--- src/rtl/rtc_pkg.sv ---
package rtc_pkg;
   localparam int RTC_NREG = 8;
   localparam int RTC_W    = 8;
   localparam int RTC_BUSW = RTC_NREG * RTC_W;

   localparam int IDX_HUND  = 0;
   localparam int IDX_SEC   = 1;
   localparam int IDX_MIN   = 2;
   localparam int IDX_HOUR  = 3;
   localparam int IDX_DAY   = 4;
   localparam int IDX_DATE  = 5;
   localparam int IDX_MONTH = 6;
   localparam int IDX_YEAR  = 7;

   localparam int HOUR_MODE_BIT = 7;
   localparam int HOUR_PM_BIT   = 5;
   localparam int DAY_OSC_BIT   = 5;
   localparam int DAY_RSTEN_BIT = 4;

   typedef logic [RTC_W-1:0] bcd_byte_t;

   function automatic bcd_byte_t rtc_mask(input int k);
      case (k)
         IDX_HUND:  return 8'hFF;
         IDX_SEC:   return 8'h7F;
         IDX_MIN:   return 8'h7F;
         IDX_HOUR:  return 8'hBF;
         IDX_DAY:   return 8'h37;
         IDX_DATE:  return 8'h3F;
         IDX_MONTH: return 8'h1F;
         default:   return 8'hFF;
      endcase
   endfunction

   function automatic bcd_byte_t rtc_reset_val(input int k);
      case (k)
         IDX_DAY:   return 8'h31;
         IDX_DATE:  return 8'h01;
         IDX_MONTH: return 8'h01;
         default:   return 8'h00;
      endcase
   endfunction

   function automatic logic [RTC_BUSW-1:0] rtc_mask_flat();
      logic [RTC_BUSW-1:0] m;
      for (int k = 0; k < RTC_NREG; k++) m[k*RTC_W +: RTC_W] = rtc_mask(k);
      return m;
   endfunction

   function automatic bcd_byte_t bcd_inc(input bcd_byte_t v);
      if (v[3:0] == 4'd9) return {v[7:4] + 4'd1, 4'd0};
      return v + 8'd1;
   endfunction

   function automatic bcd_byte_t bcd_wrap(input bcd_byte_t v, input bcd_byte_t last,
                                          input bcd_byte_t first);
      return (v == last) ? first : bcd_inc(v);
   endfunction

   function automatic logic bcd_year_leap(input bcd_byte_t y);
      case ({y[4], y[3:0]})
         5'h00, 5'h04, 5'h08, 5'h12, 5'h16: return 1'b1;
         default:                           return 1'b0;
      endcase
   endfunction

   function automatic bcd_byte_t bcd_month_last(input bcd_byte_t mon, input bcd_byte_t yr);
      case (mon)
         8'h02:                      return bcd_year_leap(yr) ? 8'h29 : 8'h28;
         8'h04, 8'h06, 8'h09, 8'h11: return 8'h30;
         default:                    return 8'h31;
      endcase
   endfunction
endpackage

--- src/rtl/rtc_tick_prescaler.sv ---
module rtc_tick_prescaler #(
   parameter int PRESCALE = 1
) (
   input  logic clk,
   input  logic rst_n,
   input  logic tick_i,
   output logic step_o
);
   generate
      if (PRESCALE < 1) begin : g_bad_prescale
         $error("rtc_tick_prescaler: PRESCALE must be at least 1");
      end else if (PRESCALE == 1) begin : g_direct
         assign step_o = tick_i;
      end else begin : g_divided
         localparam int CW = $clog2(PRESCALE);
         localparam logic [CW-1:0] LAST = CW'(PRESCALE - 1);
         logic [CW-1:0] cnt_q;
         always_ff @(posedge clk) begin
            if (!rst_n) cnt_q <= '0;
            else if (tick_i) cnt_q <= (cnt_q == LAST) ? '0 : cnt_q + 1'b1;
         end
         assign step_o = tick_i && (cnt_q == LAST);
      end
   endgenerate
endmodule

--- src/rtl/rtc_subsec_chain.sv ---
module rtc_subsec_chain
   import rtc_pkg::*;
(
   input  logic      step_i,
   input  bcd_byte_t hund_i,
   input  bcd_byte_t sec_i,
   input  bcd_byte_t min_i,
   output bcd_byte_t hund_o,
   output bcd_byte_t sec_o,
   output bcd_byte_t min_o,
   output logic      carry_o
);
   logic c_hund, c_sec, c_min;

   always_comb begin
      c_hund = step_i && (hund_i == 8'h99);
      c_sec  = c_hund && (sec_i == 8'h59);
      c_min  = c_sec && (min_i == 8'h59);
      hund_o = step_i ? bcd_wrap(hund_i, 8'h99, 8'h00) : hund_i;
      sec_o  = c_hund ? bcd_wrap(sec_i, 8'h59, 8'h00) : sec_i;
      min_o  = c_sec ? bcd_wrap(min_i, 8'h59, 8'h00) : min_i;
      carry_o = c_min;
   end
endmodule

--- src/rtl/rtc_hour_step.sv ---
module rtc_hour_step
   import rtc_pkg::*;
(
   input  logic      step_i,
   input  bcd_byte_t hour_i,
   output bcd_byte_t hour_o,
   output logic      day_carry_o
);
   bcd_byte_t h24, h12;
   logic      pm;

   always_comb begin
      hour_o      = hour_i;
      day_carry_o = 1'b0;
      h24 = {2'b00, hour_i[5:0]};
      h12 = {3'b000, hour_i[4:0]};
      pm  = hour_i[HOUR_PM_BIT];
      if (step_i) begin
         if (hour_i[HOUR_MODE_BIT]) begin
            if (h12 == 8'h11) begin
               h12         = 8'h12;
               day_carry_o = pm;
               pm          = ~pm;
            end else if (h12 == 8'h12) begin
               h12 = 8'h01;
            end else begin
               h12 = bcd_inc(h12);
            end
            hour_o = {1'b1, 1'b0, pm, h12[4:0]};
         end else begin
            day_carry_o = (h24 == 8'h23);
            h24         = bcd_wrap(h24, 8'h23, 8'h00);
            hour_o      = {1'b0, 1'b0, h24[5:0]};
         end
      end
   end
endmodule

--- src/rtl/rtc_calendar_step.sv ---
module rtc_calendar_step
   import rtc_pkg::*;
(
   input  logic      step_i,
   input  bcd_byte_t day_i,
   input  bcd_byte_t date_i,
   input  bcd_byte_t month_i,
   input  bcd_byte_t year_i,
   output bcd_byte_t day_o,
   output bcd_byte_t date_o,
   output bcd_byte_t month_o,
   output bcd_byte_t year_o
);
   bcd_byte_t last_date;
   logic      c_date, c_month;

   always_comb begin
      last_date = bcd_month_last(month_i, year_i);
      c_date    = step_i && (date_i == last_date);
      c_month   = c_date && (month_i == 8'h12);
      day_o     = day_i;
      if (step_i)
         day_o[2:0] = (day_i[2:0] == 3'd7) ? 3'd1 : day_i[2:0] + 3'd1;
      date_o  = step_i ? bcd_wrap(date_i, last_date, 8'h01) : date_i;
      month_o = c_date ? bcd_wrap(month_i, 8'h12, 8'h01) : month_i;
      year_o  = c_month ? bcd_wrap(year_i, 8'h99, 8'h00) : year_i;
   end
endmodule

--- src/rtl/bcd_rtc_core.sv ---
module bcd_rtc_core
   import rtc_pkg::*;
#(
   parameter int PRESCALE = 1
) (
   input  logic                clk,
   input  logic                rst_n,
   input  logic                tick_i,
   input  logic                load_i,
   input  logic [RTC_BUSW-1:0] load_data_i,
   input  logic                snap_i,
   output logic [RTC_BUSW-1:0] snap_data_o,
   input  logic                ext_rst_n_i,
   output logic                abort_o
);
   localparam logic [RTC_BUSW-1:0] USED = rtc_mask_flat();

   bcd_byte_t           regs_q [RTC_NREG];
   bcd_byte_t           regs_d [RTC_NREG];
   logic [RTC_BUSW-1:0] state_q;
   logic                osc_run, tick_ok, step, hour_step, day_step;

   genvar gi;
   generate
      for (gi = 0; gi < RTC_NREG; gi++) begin : g_flat
         assign state_q[gi*RTC_W +: RTC_W] = regs_q[gi];
      end
   endgenerate

   assign osc_run = ~regs_q[IDX_DAY][DAY_OSC_BIT];
   assign tick_ok = tick_i && osc_run && !load_i;

   rtc_tick_prescaler #(.PRESCALE(PRESCALE)) u_pre (
      .clk(clk), .rst_n(rst_n), .tick_i(tick_ok), .step_o(step)
   );

   rtc_subsec_chain u_sub (
      .step_i(step),
      .hund_i(regs_q[IDX_HUND]), .sec_i(regs_q[IDX_SEC]), .min_i(regs_q[IDX_MIN]),
      .hund_o(regs_d[IDX_HUND]), .sec_o(regs_d[IDX_SEC]), .min_o(regs_d[IDX_MIN]),
      .carry_o(hour_step)
   );

   rtc_hour_step u_hour (
      .step_i(hour_step), .hour_i(regs_q[IDX_HOUR]),
      .hour_o(regs_d[IDX_HOUR]), .day_carry_o(day_step)
   );

   rtc_calendar_step u_cal (
      .step_i(day_step),
      .day_i(regs_q[IDX_DAY]), .date_i(regs_q[IDX_DATE]),
      .month_i(regs_q[IDX_MONTH]), .year_i(regs_q[IDX_YEAR]),
      .day_o(regs_d[IDX_DAY]), .date_o(regs_d[IDX_DATE]),
      .month_o(regs_d[IDX_MONTH]), .year_o(regs_d[IDX_YEAR])
   );

   always_ff @(posedge clk) begin
      if (!rst_n) begin
         for (int k = 0; k < RTC_NREG; k++) regs_q[k] <= rtc_reset_val(k);
      end else if (load_i) begin
         for (int k = 0; k < RTC_NREG; k++)
            regs_q[k] <= load_data_i[k*RTC_W +: RTC_W] & USED[k*RTC_W +: RTC_W];
      end else if (step) begin
         for (int k = 0; k < RTC_NREG; k++) regs_q[k] <= regs_d[k];
      end
   end

   always_ff @(posedge clk) begin
      if (!rst_n)      snap_data_o <= '0;
      else if (snap_i) snap_data_o <= state_q;
   end

   assign abort_o = !ext_rst_n_i && !regs_q[IDX_DAY][DAY_RSTEN_BIT];
endmodule

--- config.mk ---
export PLATFORM = sky130hd
export DESIGN_NAME = bcd_rtc_core
export DESIGN_NICKNAME = d
export VERILOG_FILES = /design/src/rtl/rtc_pkg.sv /design/src/rtl/rtc_tick_prescaler.sv /design/src/rtl/rtc_subsec_chain.sv /design/src/rtl/rtc_hour_step.sv /design/src/rtl/rtc_calendar_step.sv /design/src/rtl/bcd_rtc_core.sv
export SDC_FILE = /design/constraint.sdc
export NUM_CORES = 1
export LEC_CHECK = 0
export BUFFER_PORTS_ARGS = -buffer_cell sky130_fd_sc_hd__buf_2
export CORE_MARGIN = 1
export CORE_UTILIZATION = 50
export CTS_CLUSTER_SIZE = 8
export DETAILED_ROUTE_END_ITERATION = 7
export GPL_TIMING_DRIVEN = 0
export PLACE_DENSITY = 0.81
export SLEW_MARGIN = 20
export SYNTH_ARGS = -nofsm -noshare
export SYNTH_HDL_FRONTEND = slang
export SYNTH_SLANG_ARGS = --single-unit
--- constraint.sdc ---
create_clock -name clk -period 7.9 [get_ports clk]
set_input_delay 0.395 -clock clk [delete_from_list [all_inputs] [get_ports clk]]
set_output_delay 0.395 -clock clk [all_outputs]
set_load 0.005 [all_outputs]
==> results of run 1 <==
-- cells in the mapped netlist (3+ instances only) --
cell	instances	area (sq um)
edfxtp_1	60	1800
o21a_1	4	30.0
buf_4	6	45.0
nor3_1	6	30.0
a211oi_1	4	30.0
buf_2	6	30.0
inv_1	24	90.1
nand2_1	66	248
a31oi_1	4	25.0
nand3_1	11	55.1
mux2i_1	63	631
xor2_1	12	105
o211ai_1	4	30.0
dfxtp_1	60	1200
nor2b_1	67	419
and2_1	5	31.3
a21oi_1	20	100
nand4_1	11	68.8
a22o_2	3	30.0
nand2b_1	7	43.8
o21ai_0	51	255
ha_1	23	288
nor2_1	23	86.3
clkbuf_1	29	109
xnor2_1	19	166
and3_1	8	50.1
a22oi_1	3	22.5
a32o_1	4	40.0
a22o_1	3	26.3
a21o_1	5	37.5
-- kinds of logic (layout without fill, tap and decap cells) --
| group | Yosys count | count (layout) | share of synthesized area (%) |
|---|---|---|---|
| compound gates | 118 | 118 | 11.8 |
| buf+inv | 67 | 216 | 4.61 |
| simple gates | 219 | 219 | 18.1 |
| flops | 120 | 120 | 46.7 |
| xor+xnor | 31 | 31 | 4.22 |
| other cells | 1 | 5 | 0.0583 |
| mux | 64 | 64 | 9.98 |
| fa+ha+maj | 23 | 23 | 4.47 |
-- flip-flops by register name (all words and copies together) (netlist names) --
name	count
regs_q	60
snap_data_o	60
-- metrics by stage --
step	instance area, sq um	setup WS, ns
after global routing	7880	4.68
after detailed placement	7250	4.66
final	7880	4.97
after floorplan	6440	5.13
after global placement	7240	4.25
after CTS	7880	4.66
-- layout make-up --
class	instances	area (sq um)
tap	172	215
clock inverter	5	51.3
timing repair buffer	117	586
sequential	120	3000
multi-input combinational	459	3150
buffer	43	206
antenna	1	2.50
fill	1056	4690
inverter	24	90.1
clock buffer	27	577
-- where the power goes --
part	switching (mW)	internal, mW	total (mW)
clock network	0.273	0.529	0.802
registers	0.0377	0.701	0.738
logic	0.115	0.0951	0.210
-- metal layers --
layer	GRT usage, %	up-vias
met5	0	-
met4	8.48	2
met3	6.80	24
met2	38.2	156
met1	31.2	2472
li1	-	2545
-- worst paths after layout --
| check | end | depth (start not counted) | slack (ns) |
|---|---|---|---|
| max | regs_q[1][26] | 7 | 4.97 |
| min | regs_q[1][4] | 2 | 0.24 |
| max reg2reg | regs_q[1][26] | 7 | 4.97 |
| min reg2reg | snap_data_o[46] | 2 | 0.51 |
-- critical path, cell delays in order, from the launching register on --
cell,delay (ns)
edfxtp_1,0.43
inv_1,0.08
ha_1,0.16
nor2b_1,0.32
nand4_1,0.19
o21ai_2,0.59
nand3_1,0.14
o21ai_1,0.65
==> results by group, run 1 <==
Outcome
  – Outcome: finished clean

Floorplanning
  – Core Area: 0.0126 sq mm
  – DIE AREA: 0.0133 sq mm
  – Die H: between 100 and 150 microns
  – IO Count: 135
  – Standard-cell rows: 41
  – Starting density of the core: 51.2%
  – Die W: 115 microns

Cells and area
  – Most frequent cells in the layout: 123 x buf_2, 67 x nor2b_1, 66 x nand2_1, 63 x mux2i_1
  – Finished Layout Cells: 968
  – Nets: between 800 and 900
  – Final Core Density: 62.7%
  – P&R area growth vs syn: 22.5%
  – Most common cell after layout, fill and taps aside: buf_2
  – Ratio of cells with drive above 1 in the final layout: 21.8%

Setup path
  – CP required: 7.95 ns
  – Crit Path Max Fanout: 14
  – Startpoint types: flop
  – CP endpoint kind: flop
  – CP Data Arrival Time: 2.98 ns
  – WS Path Type: reg2reg
  – RR Startpoint: regs_q[0][1]
  – CP startpoint: regs_q[0][1]

STA
  – Final Slew Violations: 0
  – F_max: 0.341 GHz
  – Clock skew: 0.00828 ns
  – Tmin final: roughly 2.9 ns
  – Fin crit share: 37.1%
  – Worst slew pin tran: 0.801 ns
  – Hold violation count in the final report: 0
  – Setup TNS after final layout: 0 ns
  – RSZ-0062 raised after global routing: false
  – Setup violators final: 0
  – Max-slew headroom: 46.2%
  – Hold slack final: 0.236 ns

Detailed routing
  – DRC violations left: 0
  – Final ANT Viol Nets: 0
  – DR vias/cell: about 5.4
  – TritonRoute pass-1 iters: 5
  – WL/cell: approximately 16 microns
  – Top Metal Used: met5
  – Routed wl met3: approximately 1100 microns
  – Routed length on met1: between 6000 and 7000 microns
  – DR iter-0 viols: between 300 and 400
  – Met2 routed WL: 7300 microns
  – DR vias: 5199
  – Routed WL: 15200 microns

Clock tree
  – Worst skew pair latency: around 0.42 ns
  – Clock root buffer: clkbuf_16
  – TritonCTS Buffers: 17
  – CTS H-tree lvls: 4
  – Clock transition at path regs: 0.06 ns
  – Post-CTS Resized: 0
  – TritonCTS clock tree: yes
  – Post-CTS setup buffers: 0
  – Clock tree buffer depth: 2
  – Hold_buf cts: 0
  – Clock sinks: 120

Min path
  – HP Start: load_data_i[36]
  – HP Class: in2reg

Pwr
  – Leakage: 3.38 nW
  – Power per Cell Area: 222 mW/mm^2
  – Tot Pwr: between 1.5 and 2 mW
  – Max VDD drop: approximately 0.12 mV

Placement
  – Placed Cells: 935
  – Hpwl dp: 10600 microns
  – IO Port Bufs: 117
  – GP Congestion: 0.876

Synthesis
  – Synth warnings: 0
  – Post-synthesis cell count: between 600 and 700
  – Syn Area/Cell: 10.0 sq um
  – Distinct cell type count after synthesis: 56
  – Register bit total from synthesis: 120
  – Seq/Total Area, Yosys: 46.7%
  – Cell Area, Synth: 0.00643 sq mm
  – EDFF count, synth: 60
  – Top_reg_cell synth: edfxtp_1
  – Async S/R FF share, synth: 0%

Global route
  – All-layer global routing usage: 24.0%
  – Largest net degree at the start of global routing: 17
  – Vias in the first global route: 4713
  – GRT overflow: 0
  – First-pass GRT wire length: 24100 microns
  – Initial antenna violation count: 2

Run
  – # Max-Cap Violations: 0
No activity file was read; power rests on OpenSTA's default activity.
==> run 2: changes to the inputs <==
--- a/config.mk
+++ b/config.mk
@@ -5,13 +5,14 @@
 export SDC_FILE = /design/constraint.sdc
 export NUM_CORES = 1
 export LEC_CHECK = 0
+export ABC_AREA = 1
 export BUFFER_PORTS_ARGS = -buffer_cell sky130_fd_sc_hd__buf_2
 export CORE_MARGIN = 1
-export CORE_UTILIZATION = 50
+export CORE_UTILIZATION = 49
 export CTS_CLUSTER_SIZE = 8
 export DETAILED_ROUTE_END_ITERATION = 7
 export GPL_TIMING_DRIVEN = 0
-export PLACE_DENSITY = 0.81
+export PLACE_DENSITY = 0.83
 export SLEW_MARGIN = 20
 export SYNTH_ARGS = -nofsm -noshare
 export SYNTH_HDL_FRONTEND = slang
==> constraint.sdc (replaced) <==
create_clock -name clk -period 2.4 [get_ports clk]
set_input_delay 0.12 -clock clk [delete_from_list [all_inputs] [get_ports clk]]
set_output_delay 0.12 -clock clk [all_outputs]
set_load 0.005 [all_outputs]
==> run 2 against run 1 <==
  * The flow now finishes with violations (DRC, hold timing)
  * Sequential power grew to 3.3 times the previous value
  * Synthesized cell count is 13% higher
  * Fmax grew 32%
  * Design area decreased by 2.3%
  * Cell count is 10% higher
  * Clock skew about the same
  * Sequential cell count did not move
  * Via count up 12%
==> results by group, run 2 <==
Global route
  – Routing usage on met2: 42.9% (+4.7 points)
  – All-layer global routing usage: 26.3% (+2.3 points)
  – Met1 usage: 33.9% (+2.7 points)
  – First-pass GRT wire length: 26300 microns (+8.8%)
  – Initial antenna violation count: 0 (-2)
  – GRT overflow: 0 (unchanged)
  – Top Usage Layer GRT: met2
  – Vias in the first global route: 5440 (+15%)
  – Largest net degree at the start of global routing: 17 (unchanged)
  – M3 GR Usage: 5.98% (-0.82 points)

Synthesis
  – Largest family of logic cells by synthesized area: simple AND/OR/NAND/NOR gates
  – Cell Area, Synth: 0.00615 sq mm (-4.3%)
  – Top_reg_cell synth: edfxtp_1
  – Synth Area in XOR/XNOR: 2.14% (-2.1 points)
  – Syn Area/Cell: 8.44 sq um (-16%)
  – Synth top area share: 29.3% (+1.3 points)
  – EDFF count, synth: 60 (unchanged)
  – Most frequent cell after synthesis: nand2_1
  – Synth area leader: edfxtp_1
  – Synth Area in Adders: 4.68% (+0.20 points)
  – Register bit total from synthesis: 120 (unchanged)
  – Compound-cell area share of the yosys netlist: 16.9% (+5.0 points)
  – Area contributors post-synth: edfxtp_1 29%, dfxtp_1 20%, o21ai_0 7.5%
  – Top cells by count, synth: 118 x nand2_1, 92 x o21ai_0, 74 x a21oi_1
  – Synth warnings: 0 (unchanged)
  – Post-synthesis cell count: 729 (+13%)
  – Mux share of post-synthesis cell area: 0% (-10 points)
  – Post-Synth Simple-Gate Area: 20.2% (+2.0 points)
  – Distinct cell type count after synthesis: 40 (-29%)
  – Seq/Total Area, Yosys: 48.8% (+2.1 points)
  – Async S/R FF share, synth: 0% (unchanged)

Detailed routing
  – DRC violations left: 7 (+7)
  – DR iter-0 viols: 510 (+42%)
  – DR vias/cell: 5.48 (+2.1%)
  – DR vias: 5843 (+12%)
  – TritonRoute pass-1 iters: 8 (+3)
  – WL/cell: 15.6 microns (-0.67%)
  – Routed WL: 16600 microns (+9.4%)
  – Final ANT Viol Nets: 0 (unchanged)

Setup path
  – CP startpoint: regs_q[0][9]
  – RR Startpoint: regs_q[0][9]
  – WS Path Type: reg2reg
  – Startpoint types: flop
  – CP endpoint kind: flop
  – CP required: 2.54 ns (-5.41 ns)
  – CP Data Arrival Time: 2.35 ns (-0.63 ns)
  – Crit Path Max Fanout: 7 (-7)

Clock tree
  – Clock root buffer: clkbuf_16
  – TritonCTS Buffers: 17 (unchanged)
  – TritonCTS clock tree: yes
  – Clock sinks: 120 (unchanged)
  – CTS H-tree lvls: 4 (unchanged)
  – Clock tree buffer depth: 2 (unchanged)
  – Clock transition at path regs: 0.05 ns (about the same)
  – Worst skew pair latency: 0.42 ns (about the same)

Cells and area
  – Register Area: 0.00300 sq mm (unchanged)
  – Most frequent cells in the layout: 126 x buf_2, 118 x nand2_1, 92 x o21ai_0, 73 x a21oi_1, 70 x nor2_1
  – Antenna cells: 0 (-1)
  – # fillers: 1001 (-5.2%)
  – Multi-input logic area: 0.00273 sq mm (-13%)
  – Biggest regs: regs_q (60), snap_data_o (60)
  – Design Area, Final: 0.00770 sq mm (-2.3%)
  – Nets: 978 (+12%)
  – Ratio of cells with drive above 1 in the final layout: 22.3% (+0.51 points)
  – P&R area growth vs syn: 25.1%
  – Most common cell after layout, fill and taps aside: buf_2

STA
  – Worst slew pin tran: 0.581 ns (-0.220 ns)
  – Max-slew headroom: 61.3% (+15 points)
  – PnR worst setup slack: 0.185 ns (-4.78 ns)
  – Setup violators final: 0 (unchanged)
  – F_max: 0.452 GHz (+32%)
  – Tmin final: 2.21 ns (-0.717 ns)
  – Fin crit share: 92.3% (+55 points)
  – Hold violation count in the final report: 1 (+1)
  – RSZ-0062 raised after global routing: false
  – Clock skew: 0.00869 ns (+0.000405 ns)
  – Final Slew Violations: 0 (unchanged)
  – Hold slack final: -0.00324 ns (-0.239 ns)

Floorplanning
  – IO Count: 135 (unchanged)
  – Standard-cell rows: 40 (-2.4%)
  – Core Area: 0.0121 sq mm (-3.6%)
  – Die W: 114 microns (-1.2%)
  – Die H: 114 microns (-1.2%)
  – Starting density of the core: 50.8% (-0.37 points)
  – DIE AREA: 0.0130 sq mm (-2.4%)

Pwr
  – Int Power: 4.09 mW (+210%)
  – Leakage: 3.53 nW (+4.4%)
  – Combinational share of power: 12.6% (+0.6 points)
  – Clk network pwr share: 42.6% (-3.2 points)
  – Net load switching power: 1.43 mW (+240%)
  – Sequential share of power: 44.7% (+2.5 points)
  – Power per Cell Area: 717 mW/mm^2 (+220%)
  – Net switching fraction of the power: 26.0% (+1.6 points)
  – Max VDD drop: 0.467 mV (+290%)

Outcome
  – Outcome: finished, violations left
  – Failing checks: DRC, hold timing

Placement
  – Hpwl dp: 11800 microns (+11%)
  – IO Port Bufs: 117 (unchanged)
  – Dpl ws: -0.145 ns (-4.80 ns)
  – Placed inst area: 0.00696 sq mm (-4.0%)
  – GP Congestion: 0.884 (+0.95%)

Run
  – # Max-Cap Violations: 0 (unchanged)

Min path
  – HP Class: in2reg
  – HP Start: load_data_i[0]
## run 2: cells by family (layout without fill, tap and decap cells)
family                     after synthesis  count (layout)
xor gates and xnor gates                15              15
other                                    1               4
DFF                                    120             120
adders and majority gates               23              23
buffers and inverters                  111             277
and+or+nand+nor                        271             271
AOI/OAI and AO/OA                      188             188
## run 2: final timing paths
path / cells past startpoint / endpoint / slack [ns]
hold / removal: 3 / regs_q[0][0] / -0.003
setup / recovery: 7 / regs_q[0][29] / 0.19
setup reg to reg: 7 / regs_q[0][29] / 0.19
hold reg to reg: 2 / snap_data_o[7] / 0.50
## run 2: repair_timing
| item | CTS | global route |
|---|---|---|
| endpoints found under the hold margin | 16 | 0 |
| hold buffers | 16 | 0 |
| gates cloned | 0 | 0 |
| endpoints found under the setup margin | 16 | 17 |
| pin swaps | 1 | 0 |
| setup buffers | 1 | 0 |
| gates resized for setup | 1 | 4 |
## run 2: metrics by stage
step	total power [mW]	cells	utilization [%]	setup TNS, ns
2_1_floorplan	2.89	732	-	0
3_3_place_gp	3.14	1017	57.5	-0.660
3_5_place_dp	3.15	1017	57.5	-1.38
4_1_cts	5.51	1066	63.4	0
5_1_grt	5.70	1066	63.5	0
6_report	5.52	1066	63.5	0
## run 2: layer usage
metal / vias to the layer above / share of wire [%] / wire length [microns]
met1: 2725 / 42 / 7060
met2: 289 / 47 / 7820
li1: 2782 / - / -
met3: 47 / 7.5 / 1250
met4: 0 / 3.1 / 518
met5: - / 0 / 0
## run 2: layout make-up
cell class	count	area share, %
buffer	33	2.05
clock buffer	29	6.89
clock inverter	3	0.195
inverter	78	3.85
multi-input combinational	501	35.5
sequential	120	39.0
tap	168	2.73
timing repair buffer	134	9.79
## run 2: power by group through the flow
stage	registers (mW)	clock network, mW	logic [mW]
global route	2.48	2.44	0.777
global placement	2.50	0	0.637
floorplan	2.48	0	0.411
finish	2.47	2.35	0.698
detailed placement	2.50	0	0.653
CTS	2.46	2.35	0.687
## run 2: critical path, stage by stage (launching register included)
cell and delay (ns):
edfxtp_1 0.42, inv_1 0.10, ha_1 0.16, nand3_2 0.12, nor2_1 0.27, nand3b_1 0.20
a211oi_4 0.47, o21a_1 0.19
